$ cat config.mk
export PLATFORM = sky130hd
export DESIGN_NAME = vtg_raster_top
export DESIGN_NICKNAME = d
export VERILOG_FILES = /design/src/rtl/vtg_pkg.sv /design/src/rtl/vtg_frame_counter.sv /design/src/rtl/vtg_geom.sv /design/src/rtl/vtg_window.sv /design/src/rtl/vtg_raster_top.sv
export SDC_FILE = /design/constraint.sdc
export NUM_CORES = 2
export LEC_CHECK = 0
export ABC_AREA = 1
export BUFFER_PORTS_ARGS = -buffer_cell sky130_fd_sc_hd__buf_2
export CAP_MARGIN = 20
export CORE_ASPECT_RATIO = 1.2
export CORE_UTILIZATION = 50
export CTS_BUF_LIST = sky130_fd_sc_hd__clkbuf_4
export DETAILED_ROUTE_END_ITERATION = 12
export GPL_ROUTABILITY_DRIVEN = 0
export PLACE_DENSITY = 0.64
export RECOVER_POWER = 100
export SYNTH_ARGS = -nofsm -noshare
export SYNTH_HDL_FRONTEND = slang
export SYNTH_SLANG_ARGS = --single-unit
$ cat constraint.sdc
create_clock -name clk -period 16 [get_ports clk]
set_input_delay 0.8 -clock clk [delete_from_list [all_inputs] [get_ports clk]]
set_output_delay 0.8 -clock clk [all_outputs]
set_load 0.02 [all_outputs]
$ cat src/rtl/vtg_pkg.sv
package vtg_pkg;

  typedef struct packed {
    logic comp;
    logic wide;
    logic dp;
    logic hdmi;
  } vtg_mode_t;

  function automatic int unsigned ceil_div(input int unsigned num,
                                           input int unsigned den);
    return (num + den - 1) / den;
  endfunction

endpackage

$ cat src/rtl/vtg_frame_counter.sv
module vtg_frame_counter #(
  parameter  int HW  = 12,
  parameter  int VW  = 12,
  parameter  int CW  = 8,
  localparam int HPW = HW + 2,
  localparam int VPW = VW + 2,
  localparam int PW  = HPW + VPW
) (
  input  logic           clk,
  input  logic           rst_n,
  input  logic           enable,
  input  logic [CW-1:0]  cfg_in,
  input  logic [HPW-1:0] hper,
  input  logic [VPW-1:0] vper,
  output logic           running,
  output logic [CW-1:0]  cfg_q,
  output logic [HPW-1:0] hcnt,
  output logic [VPW-1:0] line,
  output logic [PW-1:0]  pos
);

  logic line_last;
  logic frame_last;

  assign line_last  = (hcnt == hper - HPW'(1));
  assign frame_last = line_last && (line == vper - VPW'(1));

  always_ff @(posedge clk or negedge rst_n) begin
    if (!rst_n) begin
      running <= 1'b0;
      cfg_q   <= '0;
      hcnt    <= '0;
      line    <= '0;
      pos     <= '0;
    end else if (!enable) begin
      running <= 1'b0;
      hcnt    <= '0;
      line    <= '0;
      pos     <= '0;
    end else if (!running || frame_last) begin
      running <= 1'b1;
      cfg_q   <= cfg_in;
      hcnt    <= '0;
      line    <= '0;
      pos     <= '0;
    end else begin
      pos <= pos + PW'(1);
      if (line_last) begin
        hcnt <= '0;
        line <= line + VPW'(1);
      end else begin
        hcnt <= hcnt + HPW'(1);
      end
    end
  end

  // snapshot is held for the whole frame
  assert_cfg_hold_R11: assert property (@(posedge clk) disable iff (!rst_n)
    (running && $past(running) && !$past(frame_last)) |-> (cfg_q == $past(cfg_q)));

  // line position never reaches the line length
  assert_hcnt_range_R2: assert property (@(posedge clk) disable iff (!rst_n)
    running |-> (hcnt < hper));

  // a run always begins at the first clock of the sync pulses
  assert_start_zero_R1: assert property (@(posedge clk) disable iff (!rst_n)
    $rose(running) |-> (pos == '0 && hcnt == '0 && line == '0));

endmodule

$ cat src/rtl/vtg_geom.sv
module vtg_geom
  import vtg_pkg::*;
#(
  parameter  int HW           = 12,
  parameter  int VW           = 12,
  parameter  int CBW          = 16,
  parameter  int HI_POL_LINES = 720,
  localparam int HPW          = HW + 2,
  localparam int VPW          = VW + 2,
  localparam int XW           = HPW + 1,
  localparam int PW           = HPW + VPW
) (
  input  logic [HW-1:0]  hsw,
  input  logic [HW-1:0]  hbp,
  input  logic [HW-1:0]  hact,
  input  logic [HW-1:0]  hfp,
  input  logic [HW-1:0]  hres,
  input  logic [VW-1:0]  vsw,
  input  logic [VW-1:0]  vbp,
  input  logic [VW-1:0]  vact,
  input  logic [VW-1:0]  vfp,
  input  logic [VW-1:0]  vres,
  input  logic [HW-1:0]  skew,
  input  logic [HW-1:0]  extra,
  input  logic [CBW-1:0] cbytes,
  input  vtg_mode_t      mode,
  output logic [HPW-1:0] hper,
  output logic [VPW-1:0] vper,
  output logic [XW-1:0]  h_start,
  output logic [XW-1:0]  h_disp_x,
  output logic [XW-1:0]  h_act_x,
  output logic [XW-1:0]  h_data_x,
  output logic [PW-1:0]  v_start,
  output logic [PW-1:0]  v_disp_x,
  output logic [PW-1:0]  v_act_x,
  output logic           sep_data,
  output logic           act_high
);

  logic [XW-1:0] data_w;
  logic [XW-1:0] h_nat_x;
  logic [PW-1:0] v_base;
  logic [PW-1:0] v_end_base;

  always_comb begin
    hper = HPW'(hsw) + HPW'(hbp) + HPW'(hact) + HPW'(hfp);
    vper = VPW'(vsw) + VPW'(vbp) + VPW'(vact) + VPW'(vfp);

    h_start = XW'(hsw) + XW'(hbp);
    h_act_x = h_start + XW'(hres);
    h_nat_x = XW'(hper) - XW'(hfp);
    h_disp_x = mode.dp ? h_act_x : h_nat_x;

    if (mode.comp) begin
      if (mode.wide) data_w = XW'(ceil_div(32'(cbytes), 32'd6));
      else           data_w = XW'(ceil_div(32'(cbytes), 32'd3));
    end else if (mode.wide && !mode.dp) begin
      data_w = XW'(hact >> 1);
    end else begin
      data_w = XW'(hact);
    end

    if (mode.dp && mode.comp) h_data_x = h_start + XW'(extra) + XW'(1);
    else                      h_data_x = h_start + data_w;

    sep_data = !mode.comp || mode.wide;
    act_high = !mode.hdmi || (32'(vres) >= 32'(HI_POL_LINES));

    v_base     = (PW'(vsw) + PW'(vbp)) * PW'(hper) + PW'(skew);
    v_end_base = (PW'(vper) - PW'(vfp)) * PW'(hper) + PW'(skew);
    if (mode.dp) begin
      v_start  = v_base + PW'(hsw) + PW'(hbp);
      v_disp_x = v_end_base - PW'(hfp);
    end else begin
      v_start  = v_base;
      v_disp_x = v_end_base;
    end
    v_act_x = v_start + PW'(vres) * PW'(hper);
  end

endmodule

$ cat src/rtl/vtg_window.sv
module vtg_window #(
  parameter  int HW  = 12,
  parameter  int VW  = 12,
  localparam int HPW = HW + 2,
  localparam int VPW = VW + 2,
  localparam int XW  = HPW + 1,
  localparam int PW  = HPW + VPW
) (
  input  logic           clk,
  input  logic           rst_n,
  input  logic           running,
  input  logic [HPW-1:0] hcnt,
  input  logic [VPW-1:0] line,
  input  logic [PW-1:0]  pos,
  input  logic [HW-1:0]  hsw,
  input  logic [VW-1:0]  vsw,
  input  logic [XW-1:0]  h_start,
  input  logic [XW-1:0]  h_disp_x,
  input  logic [XW-1:0]  h_act_x,
  input  logic [XW-1:0]  h_data_x,
  input  logic [PW-1:0]  v_start,
  input  logic [PW-1:0]  v_disp_x,
  input  logic [PW-1:0]  v_act_x,
  input  logic           sep_data,
  input  logic           act_high,
  output logic           hsync,
  output logic           vsync,
  output logic           display_en,
  output logic           active_en,
  output logic           data_en
);

  logic [XW-1:0] hx;
  logic hs_on, vs_on;
  logic in_hdisp, in_hact, in_hdata;
  logic in_vdisp, in_vact;

  always_comb begin
    hx       = XW'(hcnt);
    hs_on    = running && (hcnt < HPW'(hsw));
    vs_on    = running && (line < VPW'(vsw));
    in_hdisp = (hx >= h_start) && (hx < h_disp_x);
    in_hact  = (hx >= h_start) && (hx < h_act_x);
    in_hdata = (hx >= h_start) && (hx < h_data_x);
    in_vdisp = (pos >= v_start) && (pos < v_disp_x);
    in_vact  = (pos >= v_start) && (pos < v_act_x);

    hsync      = act_high ? hs_on : !hs_on;
    vsync      = act_high ? vs_on : !vs_on;
    display_en = running && in_hdisp && in_vdisp;
    active_en  = running && in_hact && in_vact;
    data_en    = running && in_vdisp && (sep_data ? in_hdata : in_hdisp);
  end

  // nothing is enabled while idle
  assert_idle_quiet_R1: assert property (@(posedge clk) disable iff (!rst_n)
    !running |-> (!display_en && !active_en && !data_en));

  // both syncs rest at the same inactive level when idle
  assert_idle_level_R10: assert property (@(posedge clk) disable iff (!rst_n)
    !running |-> (hsync == vsync));

endmodule

$ cat src/rtl/vtg_raster_top.sv
module vtg_raster_top
  import vtg_pkg::*;
#(
  parameter int HW           = 12,
  parameter int VW           = 12,
  parameter int CBW          = 16,
  parameter int HI_POL_LINES = 720
) (
  input  logic           clk,
  input  logic           rst_n,
  input  logic           enable,
  input  logic [HW-1:0]  h_sync_w,
  input  logic [HW-1:0]  h_back,
  input  logic [HW-1:0]  h_act,
  input  logic [HW-1:0]  h_front,
  input  logic [HW-1:0]  h_res,
  input  logic [VW-1:0]  v_sync_w,
  input  logic [VW-1:0]  v_back,
  input  logic [VW-1:0]  v_act,
  input  logic [VW-1:0]  v_front,
  input  logic [VW-1:0]  v_res,
  input  logic [HW-1:0]  line_skew,
  input  logic           comp_on,
  input  logic           wide_on,
  input  logic           dp_style,
  input  logic           hdmi_style,
  input  logic [CBW-1:0] comp_bytes,
  input  logic [HW-1:0]  dto_extra,
  output logic           hsync,
  output logic           vsync,
  output logic           display_en,
  output logic           active_en,
  output logic           data_en
);

  localparam int HPW = HW + 2;
  localparam int VPW = VW + 2;
  localparam int XW  = HPW + 1;
  localparam int PW  = HPW + VPW;
  localparam int CW  = 7 * HW + 5 * VW + CBW + 4;

  vtg_mode_t      mode_in, mode_q;
  logic [CW-1:0]  cfg_in, cfg_q;
  logic [HW-1:0]  q_hsw, q_hbp, q_hact, q_hfp, q_hres, q_skew, q_extra;
  logic [VW-1:0]  q_vsw, q_vbp, q_vact, q_vfp, q_vres;
  logic [CBW-1:0] q_cbytes;

  logic           running;
  logic [HPW-1:0] hcnt, hper;
  logic [VPW-1:0] line, vper;
  logic [PW-1:0]  pos;
  logic [XW-1:0]  h_start, h_disp_x, h_act_x, h_data_x;
  logic [PW-1:0]  v_start, v_disp_x, v_act_x;
  logic           sep_data, act_high;

  assign mode_in = '{comp: comp_on, wide: wide_on, dp: dp_style, hdmi: hdmi_style};
  assign cfg_in  = {mode_in, comp_bytes, dto_extra, line_skew,
                    v_res, v_front, v_act, v_back, v_sync_w,
                    h_res, h_front, h_act, h_back, h_sync_w};
  assign {mode_q, q_cbytes, q_extra, q_skew,
          q_vres, q_vfp, q_vact, q_vbp, q_vsw,
          q_hres, q_hfp, q_hact, q_hbp, q_hsw} = cfg_q;

  vtg_frame_counter #(.HW(HW), .VW(VW), .CW(CW)) u_count (
    .clk     (clk),
    .rst_n   (rst_n),
    .enable  (enable),
    .cfg_in  (cfg_in),
    .hper    (hper),
    .vper    (vper),
    .running (running),
    .cfg_q   (cfg_q),
    .hcnt    (hcnt),
    .line    (line),
    .pos     (pos)
  );

  vtg_geom #(.HW(HW), .VW(VW), .CBW(CBW), .HI_POL_LINES(HI_POL_LINES)) u_geom (
    .hsw      (q_hsw),
    .hbp      (q_hbp),
    .hact     (q_hact),
    .hfp      (q_hfp),
    .hres     (q_hres),
    .vsw      (q_vsw),
    .vbp      (q_vbp),
    .vact     (q_vact),
    .vfp      (q_vfp),
    .vres     (q_vres),
    .skew     (q_skew),
    .extra    (q_extra),
    .cbytes   (q_cbytes),
    .mode     (mode_q),
    .hper     (hper),
    .vper     (vper),
    .h_start  (h_start),
    .h_disp_x (h_disp_x),
    .h_act_x  (h_act_x),
    .h_data_x (h_data_x),
    .v_start  (v_start),
    .v_disp_x (v_disp_x),
    .v_act_x  (v_act_x),
    .sep_data (sep_data),
    .act_high (act_high)
  );

  vtg_window #(.HW(HW), .VW(VW)) u_win (
    .clk        (clk),
    .rst_n      (rst_n),
    .running    (running),
    .hcnt       (hcnt),
    .line       (line),
    .pos        (pos),
    .hsw        (q_hsw),
    .vsw        (q_vsw),
    .h_start    (h_start),
    .h_disp_x   (h_disp_x),
    .h_act_x    (h_act_x),
    .h_data_x   (h_data_x),
    .v_start    (v_start),
    .v_disp_x   (v_disp_x),
    .v_act_x    (v_act_x),
    .sep_data   (sep_data),
    .act_high   (act_high),
    .hsync      (hsync),
    .vsync      (vsync),
    .display_en (display_en),
    .active_en  (active_en),
    .data_en    (data_en)
  );

endmodule

; Yosys cells after proc, flatten, opt, wreduce, memory -nomap -nowiden
; Cells that the tools add are included.
[totals]
ff_bits = 221
in_bits = 167
word_cells = 99
[classes]
addsub = 29
n_mul = 3
div = 2
n_lt_le_gt_ge = 10
eq_ne = 4
muxes = 20
n_reduce_logical = 26
[op_table]
columns = cell, n
row1 = $add 28x12->28, 4
row2 = $mux 28, 4
row3 = $mux 14, 6
row4 = $sub 32x1->32 const B, 2
row5 = $mux 15, 4
row6 = $add 14x12->14, 4
row7 = $lt 28x28->1, 2
row8 = $mul 28x14->28, 2
row9 = $add 12x12->13, 4
row10 = $lt 14x15->1, 3
row11 = $div 32x2->32 const B, 1
row12 = $div 32x3->32 const B, 1
row13 = $add 15x12->15, 2
row14 = $sub 14x12->15, 2
row15 = $add 14x1->14 const B, 2
row16 = $add 28x1->28 const B, 1
row17 = $add 28x26->28, 1
row18 = $eq 14x14->1, 2
row19 = $ge 28x28->1, 1
row20 = $lt 14x12->1, 2
row21 = $sub 14x1->14 const B, 2
row22 = $sub 28x12->28, 1
row23 = $mul 12x14->26, 1
row24 = $add 16x2->17 const B, 1
row25 = 13 further kinds, 39

; Logic depth before layout (Yosys ltp)
[logic_depth]
word_depth = 12
depth_mapped = 86
depth_no_buf = 86

; By module
; Synthesis repeated with hierarchy kept, for this count alone.
[unflattened]
hier_cells = 6665
hier_area_um2 = 48630.4
[modules_own_cells]
columns = mod, n_inst, cells_per_inst, area_each_um2, seq_area_each_um2
row1 = vtg_geom, 1, 4564, 33011.7, 0.0
row2 = vtg_frame_counter, 1, 1356, 11210.8, 5530.3
row3 = vtg_window, 1, 745, 4408.0, 0.0

; Worst setup path after synthesis
; OpenSTA, ideal clock, no wires.
[synth_path]
path_type = register -> output
startpoint = register u_count.cfg_q[0]
endpoint = output port active_en
arrival_ns = 14.098
required_ns = 15.200
setup_slack_ns = 1.102
stages_incl_launch_ff = 72
n_path_buf = 1
cell_sequence = dfrtp_1 ha_1 fa_1 xor2_1 inv_1 fa_1 inv_1 ha_1 a21oi_1 nor2_1 o21ai_0 nand2_1 a21oi_1 inv_1 or2_2 nand2_1 clkinv_1 clkbuf_1 (+36 left out) nand2_1 nand3_1 nand2_1 nand3_1 nand2_1 nand3_1 nand2_1 nand3_1 nand2_1 nand3_1 nand2_1 xnor2_1 xor2_1 ha_1 nand2_1 o211a_1 o2111ai_1 nor3_1
[synth_via]
elab_chain_len = 12
word_cells_on_any_way = 20
classes_between = add/sub (9) / mul (2) / order compare (4) / mux (1) / reduce/logical (4)
[synth_rtl]
columns = item, line
row1 = from (decl), vtg_frame_counter.sv:16  ; output logic [CW-1:0] cfg_q,
row2 = from (signal assigned), vtg_frame_counter.sv:42  ; cfg_q <= cfg_in;
row3 = $add 12x12->13, "vtg_geom.sv:46, vtg_geom.sv:49"
row4 = $add 14x12->14 (2 in series), vtg_geom.sv:46  ; hper = HPW'(hsw) + HPW'(hbp) + HPW'(hact) + HPW'(hfp);
row5 = $mul 28x14->28, vtg_geom.sv:69  ; v_base = (PW'(vsw) + PW'(vbp)) * PW'(hper) + PW'(skew);
row6 = $add 28x12->28, vtg_geom.sv:69
row7 = $add 28x12->28 (2 in series), vtg_geom.sv:72  ; v_start = v_base + PW'(hsw) + PW'(hbp);
row8 = $mux 28, vtg_geom.sv:71  ; if (mode.dp) begin
row9 = $add 28x26->28, vtg_geom.sv:78  ; v_act_x = v_start + PW'(vres) * PW'(hper);
row10 = $lt 28x28->1, vtg_window.sv:46  ; in_vact = (pos >= v_start) && (pos < v_act_x);
row11 = $logic_and 1x1->1, vtg_window.sv:46
row12 = $logic_and 1x1->1 *, vtg_window.sv:51  ; active_en = running && in_hact && in_vact;
row13 = to (decl), vtg_raster_top.sv:32  ; output logic active_en,
; Every way passes the cells marked *; elsewhere a longest branch is shown, timed or not.

; Worst setup path after layout
; Ends and elaborated chain as after synthesis.

==> summary.md <==
| Metric | Value |
|---|---|
| Failing checks | `capacitance limit, slew limit` |
| Yosys reg bits | `221` |
| H-tree depth | `3` |
| WHS Path Cells | `2` |
| Slew margin rel. | `-301%` |
| Worst slew pin tran | `6.01 ns` |
| Worst clock skew | `0.0889 ns` |
| Number of port buffers | `171` |
| Worst setup SP type | `flip-flop` |
| Number of synthesized flops with an enable pin | `0` |
| Syn avg cell area | `7.83 um^2` |
| Core area | `83700 um^2` |
| DP Cell Count | `6650` |
| Antenna violations before repair | `4` |
| Total track usage | `30.0%` |
| Fin crit share | `97.4%` |
| First-pass GRT wire length | `198 mm` |
| Final min period | `15.58 ns` |
| Flop-to-flop setup slack | `2.36 ns` |
| Worst Path Class, Setup | `reg -> out` |
| # fillers | `8002` |
| Crit path max-delay cell type | `fa_1` |
| Area growth from synthesis to layout | `10.4%` |
| Root buf cell | `clkbuf_4` |
| Routed length per instance | `18.5 um` |
| Reg2Reg Depth | `34` |
| Dpl hpwl | `102 mm` |
| Finish-stage setup viols | `0` |
| Setup crit end kind | `output pin` |
| Final #Nets | `6877` |
| Synth Cell Area | `42400 um^2` |
| Total Wirelength | `126 mm` |
| CP max FO | `4` |
| Asr flop ratio synth | `100%` |
| Post-Syn Instances | `5415` |
| Synth cell count leaders | `inv_1, nand2_1, nor2_1` |
| Starting Density | `50.7%` |
| Top cell type by total area after synthesis | `fa_1` |
| Die height | `321 um` |
| Pin count of the biggest net entering global routing | `157` |
| Final Hold Fails | `0` |
| CP required | `15.20 ns` |
| Num CTS Buffers | `69` |
| Clk_lat worst skew | `0.90 ns` |
| Vias in the first global route | `36100` |
| Routed vias | `36200` |
| Clock tree buffer depth | `3` |
| Clock sink total | `221` |
| Clock-pin slew on the worst setup and hold paths | `0.07 ns` |
| Final Max Slew Viols | `561` |
| Ys flop type | `dfrtp_1` |
| TritonCTS clock tree | `built` |
| R2R Path Start | `u_count.cfg_q[60]` |
| Top post-synthesis cells by area | `fa_1, ha_1, dfrtp_1, inv_1, nand2_1` |
| Syn nets | `6659` |
| Status | `finished, violations left` |
| # DRC | `0` |
| FF-to-FF End | `u_count.cfg_q[125]` |
| Multi-input logic area | `33100 um^2` |
| Top-area cell type share of the netlist area | `25.7%` |
| Final instance area | `46800 um^2` |
| Seq/Total Area, Yosys | `13.0%` |
| Max-cap viol count | `7` |
| Layout cells sized above 1 | `12.7%` |
| DIE AREA | `86000 um^2` |
| Netlist cell types | `65` |
| Class of the worst hold path | `in -> reg` |
| Fmax | `64.2 MHz` |
| Yosys warnings | `0` |
| CP Data Arrival Time | `14.78 ns` |
| Worst path most repeated cell | `fa_1` |
| WHS Endpoint | `u_count.cfg_q[123]` |
| DRT antenna net count | `0` |
| Hold_sp | `line_skew[3]` |
| DR vias/cell | `5.31` |
| Placed cell area | `44800 um^2` |
| Most instantiated library cell after synthesis | `inv_1` |
| 1st-iter DRT viols | `2282` |
| Io pins | `172` |
| RSZ-0062 raised after global routing | `yes` |
| Final std cells w/o fill | `6808` |
| Row cnt | `116` |
| Overflow after GRT | `0` |
| Drt pass-1 iters | `5` |
| Register area | `5530 um^2` |
| CP peak stage delay | `0.56 ns` |
| Horiz. Die Dim | `268 um` |
==> critical path: cells and delay by family, from the launching register on <==
kind                       cells  cell delay, ns
buffers and inverters          8            0.60
xor gates and xnor gates       5            0.80
adders and majority gates     19            8.23
and+or+nand+nor               25            2.54
DFF                            1            0.42
AOI/OAI and AO/OA              9            1.32
==> final cells by class <==
| type | instances | area share, % |
|---|---|---|
| well taps | 1121 | 2.99 |
| clock inverters | 31 | 0.489 |
| flip-flops and latches | 221 | 11.8 |
| repair buffers | 276 | 3.62 |
| multi-input cells | 3949 | 70.7 |
| inverters | 1115 | 8.96 |
| clock buffers | 90 | 1.44 |
| repair inverters | 1 | 0.0107 |
| diodes | 4 | 0.0214 |
==> layer usage <==
layer	wire (um)	track usage [%]	up-vias
met2	59500	50.6	1137
met5	83	0	-
met3	8010	4.31	285
met4	7120	14.3	2
li1	-	-	17300
met1	51300	37.7	17400
==> cell families (layout without fill, tap and decap cells) <==
family | after synthesis | count (layout) | share of synthesized area (%)
AND/OR/NAND/NOR | 1880 | 1880 | 18.7
buffers and inverters | 1245 | 1513 | 11.0
adder cells (fa/ha/maj) | 1077 | 1077 | 41.4
AO/OA/AOI/OAI | 674 | 674 | 8.98
XOR/XNOR | 274 | 274 | 5.69
flip-flops | 221 | 221 | 13.0
multiplexers | 44 | 44 | 1.16
other | 0 | 4 | 0
==> metrics by stage <==
stage / utilization (%) / hold WS (ns) / worst slack [ns] / TNS [ns]
after global placement: 53.5 / 0.476 / 0.443 / 0
after CTS: 54.8 / 0.0454 / 0.0116 / 0
after detailed placement: 53.5 / 0.482 / 0.328 / 0
after floorplan: - / 0.454 / 1.10 / 0
after global routing: 55.9 / 0.0959 / -0.205 / -0.211
final: 55.9 / 0.136 / 0.417 / 0
==> state kept, by name, indices dropped and copies added (netlist names) <==
signal / count
u_count.cfg_q: 164
u_count.pos: 28
u_count.hcnt: 14
u_count.line: 14
u_count.running: 1
==> repair_timing <==
item                       4_1_cts  5_1_grt
buffers inserted                 5       25
gates cloned                     0        2
hold buffers                     1        0
setup endpoints to repair        1        3
hold endpoints to repair        90        0
gates resized for setup         36      185
pin swaps                       11      102
==> how the worst max path moves through the flow <==
stage	startpoint	endpoint	slack [ns]	depth (start not counted)
2_1_floorplan	u_count.cfg_q[0]	active_en	1.10	71
3_3_place_gp	u_count.cfg_q[0]	active_en	0.44	69
3_5_place_dp	u_count.cfg_q[0]	active_en	0.33	68
4_1_cts	u_count.cfg_q[0]	active_en	0.01	71
5_1_grt	u_count.cfg_q[0]	active_en	-0.20	71
6_report	u_count.cfg_q[0]	active_en	0.42	66
==> layout by cell type (no fill, tap or decap), types with 28 or more instances in the layout <==
cell type,count
nand2_1,922
clkinv_1,35
or2_2,40
xor2_1,181
dfrtp_1,219
clkbuf_4,90
a21oi_1,371
nor2_1,548
xnor2_1,72
o21ai_1,36
fa_1,542
ha_1,510
buf_4,90
buf_2,165
nor3_1,46
nand4_1,45
inv_2,32
o21ai_0,91
mux2_2,42
nand2_2,52
inv_1,1061
nand3_2,28
nand3_1,123
Power is left out: the tool's default activity adds up to more than one toggle a clock period on the data nets, which glitch-free logic cannot reach.
